==> config.mk <==
export PLATFORM = sky130hd
export DESIGN_NAME = usb_port_wake
export DESIGN_NICKNAME = d
export VERILOG_FILES = /design/src/rtl/usb_wake_pkg.sv /design/src/rtl/wake_sync.sv /design/src/rtl/wake_edge.sv /design/src/rtl/wake_enable_reg.sv /design/src/rtl/wake_pme_flag.sv /design/src/rtl/usb_port_wake.sv
export SDC_FILE = /design/constraint.sdc
export NUM_CORES = 1
export LEC_CHECK = 0
export BUFFER_PORTS_ARGS = -buffer_cell sky130_fd_sc_hd__clkbuf_2
export CORE_MARGIN = 8
export CORE_UTILIZATION = 29
export DETAILED_ROUTE_END_ITERATION = 8
export GPL_ROUTABILITY_DRIVEN = 1
export PLACE_DENSITY = 0.81
export SLEW_MARGIN = 20
export SYNTH_ARGS = -nofsm -noshare
export SYNTH_HDL_FRONTEND = slang
export SYNTH_SLANG_ARGS = --single-unit
==> constraint.sdc <==
create_clock -name clk -period 0.87 [get_ports clk]
set_input_delay 0.0435 -clock clk [delete_from_list [all_inputs] [get_ports clk]]
set_output_delay 0.0435 -clock clk [all_outputs]
set_load 0.005 [all_outputs]
==> src/rtl/usb_wake_pkg.sv <==
package usb_wake_pkg;

  localparam int unsigned REG_W       = 32;
  localparam int unsigned CCS_BIT     = 0;
  localparam int unsigned OCA_BIT     = 4;
  localparam int unsigned HI0_BIT     = 12;
  localparam int unsigned HI1_BIT     = 13;
  localparam int unsigned WK_CON_BIT  = 20;
  localparam int unsigned WK_DIS_BIT  = 21;
  localparam int unsigned WK_OC_BIT   = 22;

  localparam logic [REG_W-1:0] FIXED_ONES =
    (REG_W'(1) << HI0_BIT) | (REG_W'(1) << HI1_BIT);

  localparam logic [REG_W-1:0] LIVE_MASK =
    FIXED_ONES | (REG_W'(1) << CCS_BIT) | (REG_W'(1) << OCA_BIT) |
    (REG_W'(1) << WK_CON_BIT) | (REG_W'(1) << WK_DIS_BIT) |
    (REG_W'(1) << WK_OC_BIT);

  localparam logic [REG_W-1:0] RESET_VALUE = FIXED_ONES;

  typedef struct packed {
    logic on_oc;
    logic on_dis;
    logic on_con;
  } wake_en_t;

endpackage

==> src/rtl/wake_sync.sv <==
module wake_sync #(
  parameter int unsigned STAGES = 2,
  parameter int unsigned W      = 2
) (
  input  logic         clk,
  input  logic         rst_n,
  input  logic [W-1:0] d_raw,
  output logic [W-1:0] q_sync
);

  logic [W-1:0] stg_q [STAGES];
  logic [W-1:0] stg_d [STAGES];

  generate
    for (genvar s = 0; s < STAGES; s++) begin : g_stage
      if (s == 0) begin : g_first
        assign stg_d[s] = d_raw;
      end else begin : g_next
        assign stg_d[s] = stg_q[s-1];
      end

      always_ff @(posedge clk or negedge rst_n) begin
        if (!rst_n) begin
          stg_q[s] <= '0;
        end else begin
          stg_q[s] <= stg_d[s];
        end
      end
    end
  endgenerate

  assign q_sync = stg_q[STAGES-1];

endmodule

==> src/rtl/wake_edge.sv <==
module wake_edge (
  input  logic clk,
  input  logic rst_n,
  input  logic level,
  output logic rise,
  output logic fall
);

  logic prev_q;

  always_ff @(posedge clk or negedge rst_n) begin
    if (!rst_n) begin
      prev_q <= 1'b0;
    end else begin
      prev_q <= level;
    end
  end

  assign rise = level & ~prev_q;
  assign fall = ~level & prev_q;

endmodule

==> src/rtl/wake_enable_reg.sv <==
module wake_enable_reg
  import usb_wake_pkg::*;
(
  input  logic     clk,
  input  logic     rst_n,
  input  logic     wr_en,
  input  wake_en_t wr_field,
  output wake_en_t en_q
);

  wake_en_t en_d;

  always_comb begin
    en_d = en_q;
    if (wr_en) begin
      en_d = wr_field;
    end
  end

  always_ff @(posedge clk or negedge rst_n) begin
    if (!rst_n) begin
      en_q <= '0;
    end else begin
      en_q <= en_d;
    end
  end

endmodule

==> src/rtl/wake_pme_flag.sv <==
module wake_pme_flag (
  input  logic clk,
  input  logic rst_n,
  input  logic set_evt,
  input  logic clr_req,
  output logic flag_q
);

  logic flag_d;

  always_comb begin
    flag_d = flag_q;
    if (set_evt) begin
      flag_d = 1'b1;
    end else if (clr_req) begin
      flag_d = 1'b0;
    end
  end

  always_ff @(posedge clk or negedge rst_n) begin
    if (!rst_n) begin
      flag_q <= 1'b0;
    end else begin
      flag_q <= flag_d;
    end
  end

endmodule

==> src/rtl/usb_port_wake.sv <==
module usb_port_wake
  import usb_wake_pkg::*;
#(
  parameter int unsigned SYNC_STAGES = 2
) (
  input  logic             clk,
  input  logic             rst_n,
  input  logic             reg_wr_en,
  input  logic [REG_W-1:0] reg_wr_data,
  output logic [REG_W-1:0] reg_rd_data,
  input  logic             port_connect_raw,
  input  logic             port_ovc_raw,
  input  logic             pm_wr_en,
  input  logic             pm_wr_pme,
  output logic             pme_status
);

  logic [1:0] raw_lvl;
  logic [1:0] sync_lvl;
  logic       conn_s;
  logic       ovc_s;
  logic       conn_rise;
  logic       conn_fall;
  wake_en_t   wr_field;
  wake_en_t   en_q;
  logic       wake_evt;
  logic       unused_wr_bits;

  assign raw_lvl = {port_ovc_raw, port_connect_raw};

  wake_sync #(
    .STAGES (SYNC_STAGES),
    .W      (2)
  ) u_sync (
    .clk    (clk),
    .rst_n  (rst_n),
    .d_raw  (raw_lvl),
    .q_sync (sync_lvl)
  );

  assign conn_s = sync_lvl[0];
  assign ovc_s  = sync_lvl[1];

  wake_edge u_edge (
    .clk   (clk),
    .rst_n (rst_n),
    .level (conn_s),
    .rise  (conn_rise),
    .fall  (conn_fall)
  );

  assign wr_field.on_oc  = reg_wr_data[WK_OC_BIT];
  assign wr_field.on_dis = reg_wr_data[WK_DIS_BIT];
  assign wr_field.on_con = reg_wr_data[WK_CON_BIT];

  assign unused_wr_bits = ^(reg_wr_data & ~LIVE_MASK) ^ reg_wr_data[CCS_BIT] ^
                          reg_wr_data[OCA_BIT] ^ reg_wr_data[HI0_BIT] ^
                          reg_wr_data[HI1_BIT];

  wake_enable_reg u_en (
    .clk      (clk),
    .rst_n    (rst_n),
    .wr_en    (reg_wr_en),
    .wr_field (wr_field),
    .en_q     (en_q)
  );

  assign wake_evt = (en_q.on_con & conn_rise) |
                    (en_q.on_dis & conn_fall) |
                    (en_q.on_oc  & ovc_s);

  wake_pme_flag u_pme (
    .clk     (clk),
    .rst_n   (rst_n),
    .set_evt (wake_evt),
    .clr_req (pm_wr_en & pm_wr_pme),
    .flag_q  (pme_status)
  );

  always_comb begin
    reg_rd_data             = FIXED_ONES;
    reg_rd_data[CCS_BIT]    = conn_s;
    reg_rd_data[OCA_BIT]    = ovc_s;
    reg_rd_data[WK_CON_BIT] = en_q.on_con;
    reg_rd_data[WK_DIS_BIT] = en_q.on_dis;
    reg_rd_data[WK_OC_BIT]  = en_q.on_oc;
  end

endmodule

==> report_table.html, run 1 <==
<table>
<tr><th>Metric</th><th>Value</th></tr>
<tr><th colspan="2">Worst setup path</th></tr>
<tr><td>Crit-path max FO</td><td>4</td></tr>
<tr><td>Dominant delay contributor by cell family on the critical path</td><td>flip-flops</td></tr>
<tr><td>Type of origin of the critical path</td><td>flip-flop</td></tr>
<tr><td>R2r worst-path depth</td><td>1</td></tr>
<tr><td>Path length in cells of the critical path</td><td>1</td></tr>
<tr><td>CP bufs+invs</td><td>1</td></tr>
<tr><td>CP max stage cell</td><td>sky130_fd_sc_hd__dfrtp_1</td></tr>
<tr><td>Data arrival at the endpoint of the critical path</td><td>around 0.77 ns</td></tr>
<tr><td>Cell breakdown of the critical path</td><td>clkbuf_2</td></tr>
<tr><td>Worst path max stage delay</td><td>~0.40 ns</td></tr>
<tr><td>Critical Setup Path Class</td><td>reg2out</td></tr>
<tr><td>Nature of the critical path endpoint</td><td>output pin</td></tr>
<tr><td>Required time at the worst-slack endpoint</td><td>0.83 ns</td></tr>
<tr><th colspan="2">Yosys</th></tr>
<tr><td>Total of warnings raised by yosys</td><td>0</td></tr>
<tr><td>Unique cell type count in the Yosys netlist</td><td>8</td></tr>
<tr><td>Mean Syn Cell Area</td><td>~11 sq um</td></tr>
<tr><td>Leading register cell type out of synthesis</td><td>sky130_fd_sc_hd__dfrtp_1</td></tr>
<tr><td>Cell taking the most area after synthesis</td><td>sky130_fd_sc_hd__dfrtp_1</td></tr>
<tr><td>Top cells by area, synth</td><td>sky130_fd_sc_hd__dfrtp_1, sky130_fd_sc_hd__buf_4, sky130_fd_sc_hd__mux2_2</td></tr>
<tr><td>Most instantiated library cell after synthesis</td><td>sky130_fd_sc_hd__buf_4</td></tr>
<tr><td>EDFF count, synth</td><td>0</td></tr>
<tr><td>Post-synth top area share</td><td>roughly 44%</td></tr>
<tr><td>Number of register bits inferred by synthesis</td><td>9</td></tr>
<tr><td>Fraction of the yosys area taken by sequential cells</td><td>44.0%</td></tr>
<tr><td>Post-synthesis instance area</td><td>512 sq um</td></tr>
<tr><td>Share of flip-flops with an asynchronous set or reset after synthesis</td><td>100%</td></tr>
<tr><td>Post-Syn Instances</td><td>between 40 and 50</td></tr>
<tr><td>Most frequent cells after synthesis</td><td>sky130_fd_sc_hd__buf_4, sky130_fd_sc_hd__dfrtp_1, sky130_fd_sc_hd__mux2_2</td></tr>
<tr><th colspan="2">GRT</th></tr>
<tr><td>Global-route total usage across every layer</td><td>5.77%</td></tr>
<tr><td>Wire length of the first global-routing pass</td><td>1410 microns</td></tr>
<tr><td>Pin count of the biggest net entering global routing</td><td>10</td></tr>
<tr><td>Antenna violations before repair</td><td>0</td></tr>
<tr><td>Global route total overflow</td><td>0</td></tr>
<tr><td>Number of global-route vias before repair</td><td>about 330</td></tr>
<tr><th colspan="2">Die</th></tr>
<tr><td>Die height</td><td>~58 microns</td></tr>
<tr><td>Die footprint</td><td>approximately 3400 sq um</td></tr>
<tr><td>Starting density of the core</td><td>a little under a third</td></tr>
<tr><td>Number of primary I/O pins</td><td>72</td></tr>
<tr><td>Horizontal die dimension</td><td>between 50 and 60 microns</td></tr>
<tr><td>Core region area</td><td>between 1500 and 2000 sq um</td></tr>
<tr><td>Core Rows</td><td>15</td></tr>
<tr><th colspan="2">Worst hold path</th></tr>
<tr><td>Cells on Worst Hold Path</td><td>2</td></tr>
<tr><td>Class of the most critical hold timing path</td><td>in2reg</td></tr>
<tr><th colspan="2">Status</th></tr>
<tr><td>Run status</td><td>finished, final reports clean</td></tr>
<tr><th colspan="2">STA</th></tr>
<tr><td>Clock period minus final worst setup slack</td><td>0.813 ns</td></tr>
<tr><td>Max Freq</td><td>1230 MHz</td></tr>
<tr><td>Max-slew violation total from the final report</td><td>0</td></tr>
<tr><td>Final Hold Viols</td><td>0</td></tr>
<tr><td>Part of the cycle the worst path needs</td><td>between 90% and 100%</td></tr>
<tr><td>Total of endpoints with negative setup slack in the final report</td><td>0</td></tr>
<tr><td>Unrepaired setup endpoints after global routing</td><td>no</td></tr>
<tr><td>Setup tns final</td><td>0 ns</td></tr>
<tr><td>Skew final</td><td>0.00192 ns</td></tr>
<tr><th colspan="2">Placement</th></tr>
<tr><td>Half-perimeter wire length of the detailed placement result</td><td>841 microns</td></tr>
<tr><td>Count of port buffers added during placement</td><td>15</td></tr>
<tr><td>Final weighted congestion in routability-driven placement</td><td>between 0.6 and 0.7</td></tr>
<tr><th colspan="2">Clock tree</th></tr>
<tr><td>Total clock sinks</td><td>9</td></tr>
<tr><td>Library cell used as clock root buffer</td><td>sky130_fd_sc_hd__clkbuf_4</td></tr>
<tr><td>Postcts setup bufs</td><td>0</td></tr>
<tr><td>H-tree level count</td><td>1</td></tr>
<tr><td>Maximum buffer depth of the clock tree</td><td>2</td></tr>
<tr><td>Clock tree from TritonCTS</td><td>yes</td></tr>
<tr><td>Clock latency at the later pin of the worst-skew pair</td><td>0.25 ns</td></tr>
<tr><td>Number of buffers inserted during clock tree synthesis</td><td>3</td></tr>
<tr><td>Clock-pin slew reported for the worst setup and hold paths after clock tree synthesis</td><td>approximately 0.060 ns</td></tr>
<tr><th colspan="2">Routing</th></tr>
<tr><td>Antenna violation net count after detailed routing</td><td>0</td></tr>
<tr><td>Detail-routed net length per standard cell</td><td>11.2 microns</td></tr>
<tr><td>Number of design-rule violations left by the first detailed-router iteration</td><td>2</td></tr>
<tr><td>Average via count per standard cell</td><td>3.40</td></tr>
<tr><td>DRC Markers</td><td>0</td></tr>
<tr><td>Number of optimization iterations in the first detailed-route pass</td><td>2</td></tr>
<tr><td>DR vias</td><td>282</td></tr>
<tr><td>Wire length reported by the detailed router</td><td>929 microns</td></tr>
<tr><th colspan="2">Final layout</th></tr>
<tr><td>Area Growth Syn to Fin</td><td>7.09%</td></tr>
<tr><td>Final nets</td><td>approximately 110</td></tr>
<tr><td>Final core area utilization</td><td>32.4%</td></tr>
<tr><td>Area used by multi-input combinational logic</td><td>170 sq um</td></tr>
<tr><td>Register Area</td><td>225 sq um</td></tr>
<tr><td>Share of layout cells above drive strength 1</td><td>about a third</td></tr>
<tr><td>Diodes inserted</td><td>0</td></tr>
<tr><td>Filler cell count</td><td>between 150 and 200</td></tr>
<tr><th colspan="2">Pwr</th></tr>
<tr><td>Power density over the cells</td><td>about 1700 nW/um^2</td></tr>
<tr><td>VDD IR-drop max</td><td>between 0.8 and 0.9 mV</td></tr>
<tr><td>Leak pwr</td><td>0.305 nW</td></tr>
<tr><th colspan="2">Job</th></tr>
<tr><td>Maxcap violations</td><td>0</td></tr>
</table>
[state kept, by name, indices dropped and copies added (netlist names)]
| name | flops |
|---|---|
| u_edge.prev_q | 1 |
| u_pme.flag_q | 1 |
| u_en.en_q | 3 |
| u_sync.stg_d | 2 |
| u_sync.q_sync | 2 |
[path summary, 6_finish.rpt]
kind                                             from                         end  slack [ns]
setup / recovery           u_sync.q_sync[0]$_DFF_PN0_              reg_rd_data[0]        0.06
hold / removal                        reg_wr_data[22]    u_en.en_q[2]$_DFFE_PN0P_        0.02
setup reg to reg             u_en.en_q[2]$_DFFE_PN0P_    u_en.en_q[2]$_DFFE_PN0P_        0.10
hold reg to reg             u_sync.stg_d[0]$_DFF_PN0_  u_sync.q_sync[0]$_DFF_PN0_        0.35
max in group asynchronous                       rst_n    u_pme.flag_q$_DFFE_PN0P_        0.52
min in group asynchronous                       rst_n  u_sync.q_sync[1]$_DFF_PN0_        0.17
[logic make-up (layout without fill, tap and decap cells)]
kind of cell	after synthesis	in the layout	synth area share, %
DFF	9	9	44.0
AOI/OAI and AO/OA	1	1	1.96
buffers and inverters	28	22	41.1
other	2	27	1.47
muxes	3	3	6.60
and+or+nand+nor	4	4	4.89
[cell usage in the layout, fill, tap and decap left out, drive strengths merged]
cell / Yosys / layout
nand2: 1 / 1
nand4: 1 / 1
clkbuf: 0 / 19
mux2: 3 / 3
a21bo: 1 / 1
nand3b: 2 / 2
dlygate4sd3: 0 / 3
conb: 2 / 27
dfrtp: 9 / 9
[timing repair]
item | 4_1_cts | 5_1_grt
resized for setup | 0 | 0
hold buffers | 3 | 0
endpoints found under the hold margin | 11 | 0
[power breakdown]
group          total (mW)  internal, mW  switching, mW
Clock               0.307         0.176          0.131
Combinational       0.132        0.0635         0.0685
Sequential          0.469         0.451         0.0182
Total               0.908         0.690          0.217
[metal layers]
metal	vias to the layer above	share of wire, %	GRT usage (%)	wire length, microns
met1	126	28	3.73	256
met2	27	53	10.4	496
li1	129	-	-	-
met5	-	0	0	0
met3	0	19	3.97	177
met4	0	0	5.24	0
[cell type report]
type                            instances  share of cell area (%)
Tap cell                               17                    3.88
Sequential cell                         9                    41.1
Multi-Input combinational cell         35                    31.1
Clock buffer                            4                    4.79
Timing Repair Buffer                   18                    19.2
[stage by stage]
stage	cells	power [mW]	hold WS, ns	setup WS (ns)	cell area (sq um)
global route	83	0.977	0.00780	0.00876	548
CTS	83	0.930	0.00484	0.0338	548
floorplan	72	0.625	-0.252	0.117	606
detailed placement	76	0.598	-0.0904	0.0977	492
finish	83	0.908	0.0169	0.0568	548
global placement	76	0.593	-0.101	0.113	492
Power figures use the tool's default switching activity.
==> inputs of run 2 (changes only) <==
--- a/config.mk
+++ b/config.mk
@@ -11,3 +11,3 @@
 export DETAILED_ROUTE_END_ITERATION = 8
-export GPL_ROUTABILITY_DRIVEN = 1
+export GPL_ROUTABILITY_DRIVEN = 0
 export PLACE_DENSITY = 0.81
==> constraint.sdc (replaced) <==
create_clock -name clk -period 0.87 [get_ports clk]
set_input_delay 0.174 -clock clk [delete_from_list [all_inputs] [get_ports clk]]
set_output_delay 0.174 -clock clk [all_outputs]
set_load 0.005 [all_outputs]
==> run 2 against run 1 <==
The run now ends with negative setup slack left. Utilization rose by 0.59 points. Clock skew is essentially flat. Via count is 3.9% higher. Worst setup slack got worse by 0.11 ns. Combinational power is 16% higher. Final area is 1.8% higher. Final cell count increased by 2.4%. Non-clock buffer count rose by 2. Die area stayed put. Clock-buffer cell count unchanged. Clock power hardly changed. Sequential power down 0.9%. Critical path type unchanged. Largest cell class unchanged. Highest routed layer unchanged.
==> report_table.html, run 2 (same netlist as run 1, synthesis figures left out) <==
<table>
<tr><th>Metric</th><th>Value</th></tr>
<tr><th colspan="2">Status</th></tr>
<tr><td>Run status</td><td>finished with violations</td></tr>
<tr><td>Failing checks</td><td>negative setup slack</td></tr>
<tr><th colspan="2">GRT</th></tr>
<tr><td>Met3 usage</td><td>approximately 3.8%</td></tr>
<tr><td>Global-route total usage across every layer</td><td>around 6%</td></tr>
<tr><td>Number of global-route vias before repair</td><td>347</td></tr>
<tr><td>Wire length of the first global-routing pass</td><td>1440 microns</td></tr>
<tr><td>Antenna violations before repair</td><td>0</td></tr>
<tr><td>Most used routing layer</td><td>met2</td></tr>
<tr><td>Pin count of the biggest net entering global routing</td><td>10</td></tr>
<tr><td>Global route total overflow</td><td>0</td></tr>
<tr><td>Routing usage on met1</td><td>under 10%</td></tr>
<tr><td>Fraction of met2 tracks used by global routing</td><td>around 11%</td></tr>
<tr><th colspan="2">Routing</th></tr>
<tr><td>DRC Markers</td><td>0</td></tr>
<tr><td>Detail-routed net length per standard cell</td><td>between 10 and 15 microns</td></tr>
<tr><td>Wire length reported by the detailed router</td><td>around 940 microns</td></tr>
<tr><td>Average via count per standard cell</td><td>3.45</td></tr>
<tr><td>Number of design-rule violations left by the first detailed-router iteration</td><td>3</td></tr>
<tr><td>DR vias</td><td>slightly below 300</td></tr>
<tr><td>Antenna violation net count after detailed routing</td><td>0</td></tr>
<tr><td>Number of optimization iterations in the first detailed-route pass</td><td>2</td></tr>
<tr><th colspan="2">Final layout</th></tr>
<tr><td>Number of flip-flops in the largest register</td><td>3</td></tr>
<tr><td>Diodes inserted</td><td>0</td></tr>
<tr><td>Most frequent standard cell in the layout excluding fill and tap cells</td><td>sky130_fd_sc_hd__conb_1</td></tr>
<tr><td>Final core area utilization</td><td>roughly 33%</td></tr>
<tr><td>Commonest non-fill, non-tap cells in the layout</td><td>sky130_fd_sc_hd__conb_1, sky130_fd_sc_hd__clkbuf_2, sky130_fd_sc_hd__dfrtp_1, sky130_fd_sc_hd__buf_4</td></tr>
<tr><td>Final nets</td><td>108</td></tr>
<tr><td>Register with the highest flop count</td><td>u_en.en_q</td></tr>
<tr><td>Area Growth Syn to Fin</td><td>9.05%</td></tr>
<tr><td>Cell Count, Final, Fillers Out</td><td>85</td></tr>
<tr><td>Share of layout cells above drive strength 1</td><td>a little under two fifths</td></tr>
<tr><th colspan="2">Clock tree</th></tr>
<tr><td>Total clock sinks</td><td>9</td></tr>
<tr><td>H-tree level count</td><td>1</td></tr>
<tr><td>Clock tree from TritonCTS</td><td>yes</td></tr>
<tr><td>Library cell used as clock root buffer</td><td>sky130_fd_sc_hd__clkbuf_4</td></tr>
<tr><td>Maximum buffer depth of the clock tree</td><td>2</td></tr>
<tr><td>Number of buffers inserted during clock tree synthesis</td><td>3</td></tr>
<tr><td>Clock-pin slew reported for the worst setup and hold paths after clock tree synthesis</td><td>0.06 ns</td></tr>
<tr><td>Clock latency at the later pin of the worst-skew pair</td><td>0.25 ns</td></tr>
<tr><th colspan="2">Pwr</th></tr>
<tr><td>Post-layout total power</td><td>0.924 mW</td></tr>
<tr><td>Power density over the cells</td><td>between 1500 and 2000 nW/um^2</td></tr>
<tr><td>Leak pwr</td><td>~0.32 nW</td></tr>
<tr><td>VDD IR-drop max</td><td>0.809 mV</td></tr>
<tr><th colspan="2">STA</th></tr>
<tr><td>Max Freq</td><td>around 1100 MHz</td></tr>
<tr><td>Unrepaired setup endpoints after global routing</td><td>yes</td></tr>
<tr><td>Part of the cycle the worst path needs</td><td>106%</td></tr>
<tr><td>Final Hold Viols</td><td>0</td></tr>
<tr><td>Total of endpoints with negative setup slack in the final report</td><td>8</td></tr>
<tr><td>Skew final</td><td>between 0.0015 and 0.002 ns</td></tr>
<tr><td>Least setup slack across all paths after layout</td><td>-0.0500 ns</td></tr>
<tr><td>Clock period minus final worst setup slack</td><td>0.920 ns</td></tr>
<tr><td>Max-slew violation total from the final report</td><td>0</td></tr>
<tr><td>Worst hold slack</td><td>0.0274 ns</td></tr>
<tr><th colspan="2">Die</th></tr>
<tr><td>Core Rows</td><td>15</td></tr>
<tr><td>Core region area</td><td>1690 sq um</td></tr>
<tr><td>Number of primary I/O pins</td><td>72</td></tr>
<tr><td>Starting density of the core</td><td>30.3%</td></tr>
<tr><td>Die height</td><td>58.0 microns</td></tr>
<tr><td>Horizontal die dimension</td><td>between 50 and 60 microns</td></tr>
<tr><td>Die footprint</td><td>roughly 3400 sq um</td></tr>
<tr><th colspan="2">Worst setup path</th></tr>
<tr><td>CP bufs+invs</td><td>1</td></tr>
<tr><td>Dominant delay contributor by cell family on the critical path</td><td>flip-flops</td></tr>
<tr><td>Nature of the critical path endpoint</td><td>output pin</td></tr>
<tr><td>Required time at the worst-slack endpoint</td><td>~0.70 ns</td></tr>
<tr><td>CP max stage cell</td><td>sky130_fd_sc_hd__dfrtp_1</td></tr>
<tr><td>Type of origin of the critical path</td><td>flip-flop</td></tr>
<tr><td>Worst path max stage delay</td><td>around 0.38 ns</td></tr>
<tr><td>Data arrival at the endpoint of the critical path</td><td>between 0.7 and 0.8 ns</td></tr>
<tr><td>Cell breakdown of the critical path</td><td>clkbuf_2</td></tr>
<tr><td>Critical Setup Path Class</td><td>reg2out</td></tr>
<tr><td>Crit-path max FO</td><td>2</td></tr>
<tr><th colspan="2">Placement</th></tr>
<tr><td>Half-perimeter wire length of the detailed placement result</td><td>between 800 and 900 microns</td></tr>
<tr><td>Count of port buffers added during placement</td><td>15</td></tr>
<tr><td>Pre-CTS setup slack</td><td>about 0.098 ns</td></tr>
<tr><td>Cell count after placement</td><td>between 70 and 80</td></tr>
<tr><th colspan="2">Worst hold path</th></tr>
<tr><td>Class of the most critical hold timing path</td><td>in2reg</td></tr>
<tr><th colspan="2">Job</th></tr>
<tr><td>Maxcap violations</td><td>0</td></tr>
</table>
[run 2: cell count changes in the layout (fill, tap and decap cells not counted)]
| cell | previous run | this run |
|---|---|---|
| sky130_fd_sc_hd__dlygate4sd3_1 | 3 | 1 |
| sky130_fd_sc_hd__buf_4 | 0 | 4 |
[run 2: what timing repair did]
item	4_1_cts	5_1_grt
endpoints found under the hold margin	9	0
hold buffers	1	0
endpoints found under the setup margin	6	9
resized for setup	0	0
setup buffers	4	0
[run 2: stage by stage]
stage | TNS [ns] | cell area, sq um
after global routing | -0.605 | 558
after global placement | 0 | 492
after detailed placement | 0 | 492
final | -0.261 | 558
after floorplan | 0 | 606
after CTS | -0.405 | 558
[run 2: final cells by class]
| type | instances | area (sq um) |
|---|---|---|
| fill | 183 | 1130 |
| sequential | 9 | 225 |
| multi-input combinational | 35 | 170 |
| timing repair buffer | 20 | 115 |
| clock buffer | 4 | 26.3 |
| tap | 17 | 21.3 |
[run 2: path summary, 6_finish.rpt]
kind | cells after the start | to | start | slack (ns)
min in group asynchronous | 2 | u_sync.q_sync[1]$_DFF_PN0_ | rst_n | 0.31
min | 1 | u_sync.stg_d[0]$_DFF_PN0_ | port_connect_raw | 0.03
max in group asynchronous | 2 | u_pme.flag_q$_DFFE_PN0P_ | rst_n | 0.38
max reg2reg | 2 | u_en.en_q[0]$_DFFE_PN0P_ | u_en.en_q[0]$_DFFE_PN0P_ | 0
min reg2reg | 0 | u_sync.q_sync[0]$_DFF_PN0_ | u_sync.stg_d[0]$_DFF_PN0_ | 0.35
max | 1 | reg_rd_data[22] | u_en.en_q[2]$_DFFE_PN0P_ | -0.05
[run 2: worst register-to-register path, stage by stage, from the launching register on]
cell	delay, ns
sky130_fd_sc_hd__dfrtp_1	0.37
sky130_fd_sc_hd__buf_4	0.14
sky130_fd_sc_hd__mux2_2	0.25
[run 2: per-layer routing]
metal	up-vias	part of all wire (%)
met5	-	0
met4	0	0
met3	0	18
met2	27	55
met1	133	27
li1	133	-
[run 2: power breakdown]
part | switching [mW] | internal (mW) | leakage (nW)
sequential | 0.0139 | 0.451 | 0.104
clock | 0.131 | 0.176 | 0.0150
combinational | 0.0757 | 0.0770 | 0.197
